### config.mk
export PLATFORM = sky130hd
export DESIGN_NAME = prescaled_watchdog
export DESIGN_NICKNAME = d
export VERILOG_FILES = /design/src/rtl/wdg_pkg.sv /design/src/rtl/wdg_prescaler.sv /design/src/rtl/wdg_counter.sv /design/src/rtl/wdg_pulse.sv /design/src/rtl/prescaled_watchdog.sv
export SDC_FILE = /design/constraint.sdc
export NUM_CORES = 1
export LEC_CHECK = 0
export BUFFER_PORTS_ARGS = -buffer_cell sky130_fd_sc_hd__buf_2
export CORE_UTILIZATION = 35
export DETAILED_ROUTE_END_ITERATION = 10
export MAX_ROUTING_LAYER = met4
export PLACE_DENSITY_LB_ADDON = 0.05
export SLEW_MARGIN = 10
export SYNTH_ARGS = -nofsm -noshare
export SYNTH_HDL_FRONTEND = slang
export SYNTH_SLANG_ARGS = --single-unit
### constraint.sdc
create_clock -name clk -period 1.8 [get_ports clk]
set_input_delay 0.09 -clock clk [delete_from_list [all_inputs] [get_ports clk]]
set_output_delay 0.09 -clock clk [all_outputs]
set_load 0.02 [all_outputs]
### src/rtl/wdg_pkg.sv
package wdg_pkg;
  localparam int CNT_W = 8;
  localparam logic [CNT_W-1:0] CNT_TOP = 8'd255;

  typedef enum logic {REG_CTRL = 1'b0, REG_RELOAD = 1'b1} wdg_reg_e;

  // control register bit positions
  localparam int CTRL_RST_EN = 0;
  localparam int CTRL_FLAG_CLR = 1;

  // true when the next tick makes the count reach the top value
  function automatic logic is_final_step(input logic [CNT_W-1:0] cnt);
    return cnt >= (CNT_TOP - 8'd1);
  endfunction

  // number of clocks from refresh to timeout
  function automatic int timeout_clocks(input logic [CNT_W-1:0] reload, input int prescale);
    int steps;
    steps = int'(CNT_TOP) - int'(reload);
    if (steps < 1) steps = 1;
    return steps * prescale;
  endfunction
endpackage

### src/rtl/wdg_prescaler.sv
module wdg_prescaler #(
  parameter int PRESCALE = 344064
) (
  input  logic clk,
  input  logic rst_n,
  input  logic clear,
  input  logic hold,
  output logic tick
);
  localparam int PW = (PRESCALE > 1) ? $clog2(PRESCALE) : 1;
  localparam logic [PW-1:0] LAST = PW'(PRESCALE - 1);

  logic [PW-1:0] count;

  assign tick = !hold && (count == LAST);

  always_ff @(posedge clk or negedge rst_n) begin
    if (!rst_n)          count <= '0;
    else if (clear)      count <= '0;
    else if (hold)       count <= count;
    else if (tick)       count <= '0;
    else                 count <= count + 1'b1;
  end


  hold_freeze_chk: assert property (@(posedge clk) disable iff (!rst_n)
    hold && !clear |=> $stable(count));

  tick_wrap_chk: assert property (@(posedge clk) disable iff (!rst_n)
    tick |=> count == '0);
endmodule

### src/rtl/wdg_counter.sv
module wdg_counter
  import wdg_pkg::*;
(
  input  logic             clk,
  input  logic             rst_n,
  input  logic             tick,
  input  logic             load_req,
  input  logic [CNT_W-1:0] load_val,
  output logic             ovf
);
  logic [CNT_W-1:0] count;
  logic             load;

  // a refresh in the same cycle wins over a timeout
  assign ovf  = tick && is_final_step(count) && !load_req;
  assign load = load_req || ovf;

  always_ff @(posedge clk or negedge rst_n) begin
    if (!rst_n)      count <= '0;
    else if (load)   count <= load_val;
    else if (tick)   count <= count + 1'b1;
  end


  reload_take_chk: assert property (@(posedge clk) disable iff (!rst_n)
    load_req |=> count == $past(load_val));

  ovf_restart_chk: assert property (@(posedge clk) disable iff (!rst_n)
    ovf |=> count == $past(load_val));

  count_hold_chk: assert property (@(posedge clk) disable iff (!rst_n)
    !tick && !load_req |=> $stable(count));
endmodule

### src/rtl/wdg_pulse.sv
module wdg_pulse #(
  parameter int RST_LEN = 4
) (
  input  logic clk,
  input  logic rst_n,
  input  logic fire,
  output logic active
);
  localparam int CW = $clog2(RST_LEN + 1);

  logic [CW-1:0] remain;

  assign active = (remain != '0);

  always_ff @(posedge clk or negedge rst_n) begin
    if (!rst_n)       remain <= '0;
    else if (fire)    remain <= CW'(RST_LEN);
    else if (active)  remain <= remain - 1'b1;
  end


  pulse_start_chk: assert property (@(posedge clk) disable iff (!rst_n)
    fire |=> active);

  pulse_end_chk: assert property (@(posedge clk) disable iff (!rst_n)
    $fell(active) |-> !$past(fire));
endmodule

### src/rtl/prescaled_watchdog.sv
module prescaled_watchdog
  import wdg_pkg::*;
#(
  parameter int PRESCALE = 344064,
  parameter int RST_LEN  = 4
) (
  input  logic       clk,
  input  logic       rst_n,
  input  logic       reg_we,
  input  logic       reg_addr,
  input  logic [7:0] reg_wdata,
  input  logic       refresh,
  input  logic       idle,
  input  logic       wake,
  output logic       wdt_flag,
  output logic       wdt_reset
);
  logic             rst_en_q;
  logic [CNT_W-1:0] reload_q;
  logic             flag_q;
  logic             idle_q;
  logic             tick;
  logic             ovf;
  logic             restart;
  logic             wr_ctrl;
  logic             wr_reload;
  logic             flag_clr;

  assign wr_ctrl   = reg_we && (wdg_reg_e'(reg_addr) == REG_CTRL);
  assign wr_reload = reg_we && (wdg_reg_e'(reg_addr) == REG_RELOAD);
  assign flag_clr  = wr_ctrl && reg_wdata[CTRL_FLAG_CLR];
  assign restart   = refresh || ovf;

  always_ff @(posedge clk or negedge rst_n) begin
    if (!rst_n) begin
      rst_en_q <= 1'b0;
      reload_q <= '0;
    end else begin
      if (wr_ctrl)   rst_en_q <= reg_wdata[CTRL_RST_EN];
      if (wr_reload) reload_q <= reg_wdata;
    end
  end

  always_ff @(posedge clk or negedge rst_n) begin
    if (!rst_n)         flag_q <= 1'b0;
    else if (ovf)       flag_q <= 1'b1;
    else if (flag_clr)  flag_q <= 1'b0;
  end

  always_ff @(posedge clk or negedge rst_n) begin
    if (!rst_n)     idle_q <= 1'b0;
    else if (wake)  idle_q <= 1'b0;
    else if (idle)  idle_q <= 1'b1;
  end

  wdg_prescaler #(.PRESCALE(PRESCALE)) u_pre (
    .clk(clk), .rst_n(rst_n), .clear(restart), .hold(idle_q), .tick(tick)
  );

  wdg_counter u_cnt (
    .clk(clk), .rst_n(rst_n), .tick(tick), .load_req(refresh),
    .load_val(reload_q), .ovf(ovf)
  );

  wdg_pulse #(.RST_LEN(RST_LEN)) u_pulse (
    .clk(clk), .rst_n(rst_n), .fire(ovf && rst_en_q), .active(wdt_reset)
  );

  assign wdt_flag = flag_q;


  rst_needs_en_chk: assert property (@(posedge clk) disable iff (!rst_n)
    $rose(wdt_reset) |-> $past(rst_en_q));

  flag_sticky_chk: assert property (@(posedge clk) disable iff (!rst_n)
    flag_q && !flag_clr |=> flag_q);

  flag_set_chk: assert property (@(posedge clk) disable iff (!rst_n)
    ovf |=> flag_q);
endmodule

==> results.md <==
* Setup violators final at 0
* Mapped cell area at 2120 µm²
* Core footprint at around 5700 µm²
* RSZ-0062 raised after global routing: true
* Sequential area share after synthesis at 0.483
* Final Instance Area at ~2700 µm²
* Antenna-violating nets left at 0
* Clock transition at path regs at 80 ps
* Largest net degree at the start of global routing at 42
* Max-slew violations at 0
* Diode count at 0
* Mean post-synth cell area at approximately 10 µm²
* Clock skew at approximately 3.7 ps
* Max VDD drop at 0.000409 V
* Port Buffer Count at 16
* Commonest non-fill, non-tap cell in the layout: dfrtp_1
* DR DRC count at 0
* Initial cell density of the core at 0.374
* Max cap viols at 0
* Boundary Pins at 17
* P per Cell Area at around 770 nW/µm²
* DR WL/cell at 14.7 µm
* H-tree depth reported by CTS at 2
* Status: complete, no violations
* CP Buf/Inv Count at 1
* Mapped Cells at 204
* Vias at 1676
* EDFF count, synth at 0
* Area growth syn-to-layout at 26.8%
* Gpl congestion at 0.764
* # nets final at 274
* CP Capture Type: flip-flop
* Power Total at 2.07 mW
* DRT Wirelength at around 4800 µm
* Worst relative slew slack at 0.758
* DR pass1 iterations at 4
* Antenna violations before repair at 0
* Static leakage at 1.18 nW
* Delay-heaviest family, CP: simple AND/OR/NAND/NOR gates
* Critical path cell sequence: ha_4 > nand3_2 > nor4_4 > buf_4 > and2_4 > or3b_2 > a21oi_1
* CP max stage cell: or3b_2
* Final hold vios at 0
* Crit path DAT at 1950 ps
* Crit-path max cell delay at 440 ps
* Initial DRC count at 98
* Tcrit/Tclk final at 0.966
* Synthesis Warnings at 0
* Yosys top cell by area: dfrtp_1
* Fraction of layout cells with a size suffix above 1 at 0.307
* Dpl hpwl at 3450 µm
* Clock Latency Late Sink at approximately 290 ps
* Worst-Margin Slew at 359 ps
* Synth top area share at 0.483
* Seq cells post-synth at 41
* Die area at 6380 µm²
* Netlist cell types at 46
* Mapped Nets at 224
* Clock root buffer: clkbuf_8
* Worst-path fanout max at 7
* Critical setup path kind: flip-flop to flip-flop
* Aggregate global-route resource usage at 0.175
* Max Root-Sink Buffers at 2
* Inserted Clock Buffers at 5
* Die Wd at 79.9 µm
* Chip height at approximately 80 µm
* Ys flop type: dfrtp_1
* Period minus WS final at 1740 ps
* Critical path launch point type: flip-flop
* GRT overflow at 0
* Share of flip-flops with an asynchronous set or reset at 1.00
* Worst min path class: input port to flip-flop
* Clock sinks at 41
* Most frequent cells in the layout: dfrtp_1, buf_4, nor2_1
* First-pass GRT wire length at 8270 µm
* Peak Freq at 575 MHz
* Worst endpoint required time at slightly above 2000 ps
* DP Area at 2480 µm²
* Ranking of synthesized cells by area: dfrtp_1, xnor2_1, mux2_2
* CTS tree: yes
* DR vias/cell at 5.14
* Vias in the first global route at 1782
* # rows at 27
## state kept, by name, indices dropped and copies added, names as in the netlist
name            count
idle_q              1
u_pre.count        19
u_cnt.count         8
reload_q            8
wdt_flag            1
rst_en_q            1
u_pulse.remain      3
## report_power, final
part	internal, mW	switching (mW)
Combinational	0.163	0.146
Clock	0.403	0.320
Sequential	0.989	0.0466
## worst paths after layout
path                                start                 to  slack (ps)  depth (start not counted)
max in group asynchronous           rst_n    u_pre.count[10]        1290                          3
setup / recovery           u_pre.count[1]     u_pre.count[1]          60                          7
hold / removal               reg_wdata[7]        reload_q[7]          30                          2
hold reg to reg                  rst_en_q  u_pulse.remain[0]         510                          1
min in group asynchronous           rst_n    u_pre.count[12]         290                          3
setup reg to reg           u_pre.count[1]     u_pre.count[1]          60                          7
## layer usage
layer / vias to the layer above / wire length, µm / track usage
met5: - / 0 / -
met4: 0 / 69 / 0.0571
met3: 7 / 141 / 0.0400
met2: 24 / 2250 / 0.276
met1: 822 / 2320 / 0.222
li1: 823 / - / -
## per-stage QoR
step                      std cells  utilization  setup WS (ps)  hold slack, ps  TNS, ps
after global placement          315        0.438           13.9            79.7        0
after global routing            326        0.474          -7.85            23.1    -8.26
after detailed placement        315        0.438          -35.8            81.8    -53.6
after floorplan                 204            -           58.4            -206        0
final                           326        0.474           60.6            28.5        0
after CTS                       324        0.463          -11.7            18.6    -11.7
## what timing repair did
action                                 in CTS  in global routing
gates resized for setup                     4                 10
setup endpoints to repair                   7                 13
endpoints found under the hold margin      42                  0
setup buffers                               0                  2
hold buffers                                2                  0
pin swaps                                   0                  3
## cell usage after synthesis, types with 3 or more instances
cell type	n
o21ai_0	5
and2_1	3
and3_1	3
nor4_1	4
nand4_1	4
ha_1	5
dfrtp_1	41
inv_1	10
nor2_1	25
nand3_1	9
nor3_1	6
mux2_2	9
nand2_1	11
nor2b_1	4
or3_1	4
buf_2	3
xnor2_1	14
a21oi_1	9
## cell families (layout without fill, tap and decap cells)
family | count (synthesis) | after routing | synth area share
fa+ha+maj | 5 | 5 | 0.0295
mux | 11 | 11 | 0.0572
simple gates | 85 | 85 | 0.224
xor+xnor | 16 | 16 | 0.0660
buf+inv | 15 | 65 | 0.0318
compound gates | 31 | 31 | 0.108
flops | 41 | 41 | 0.483
## worst register-to-register path: stages (launching register included)
cell	delay, ps
dfrtp_1	420
ha_4	190
nand3_2	100
nor4_4	50
buf_4	160
and2_4	160
or3b_2	440
a21oi_1	160
## area by class of cell
type	instances	area [µm²]
Sequential cell	41	1030
Fill cell	530	2990
Multi-Input combinational cell	148	1090
Clock buffer	5	68.8
Inverter	10	37.5
Clock inverter	2	35.0
Tap cell	72	90.1
Timing Repair Buffer	48	342
No activity file was read; power rests on OpenSTA's default activity.
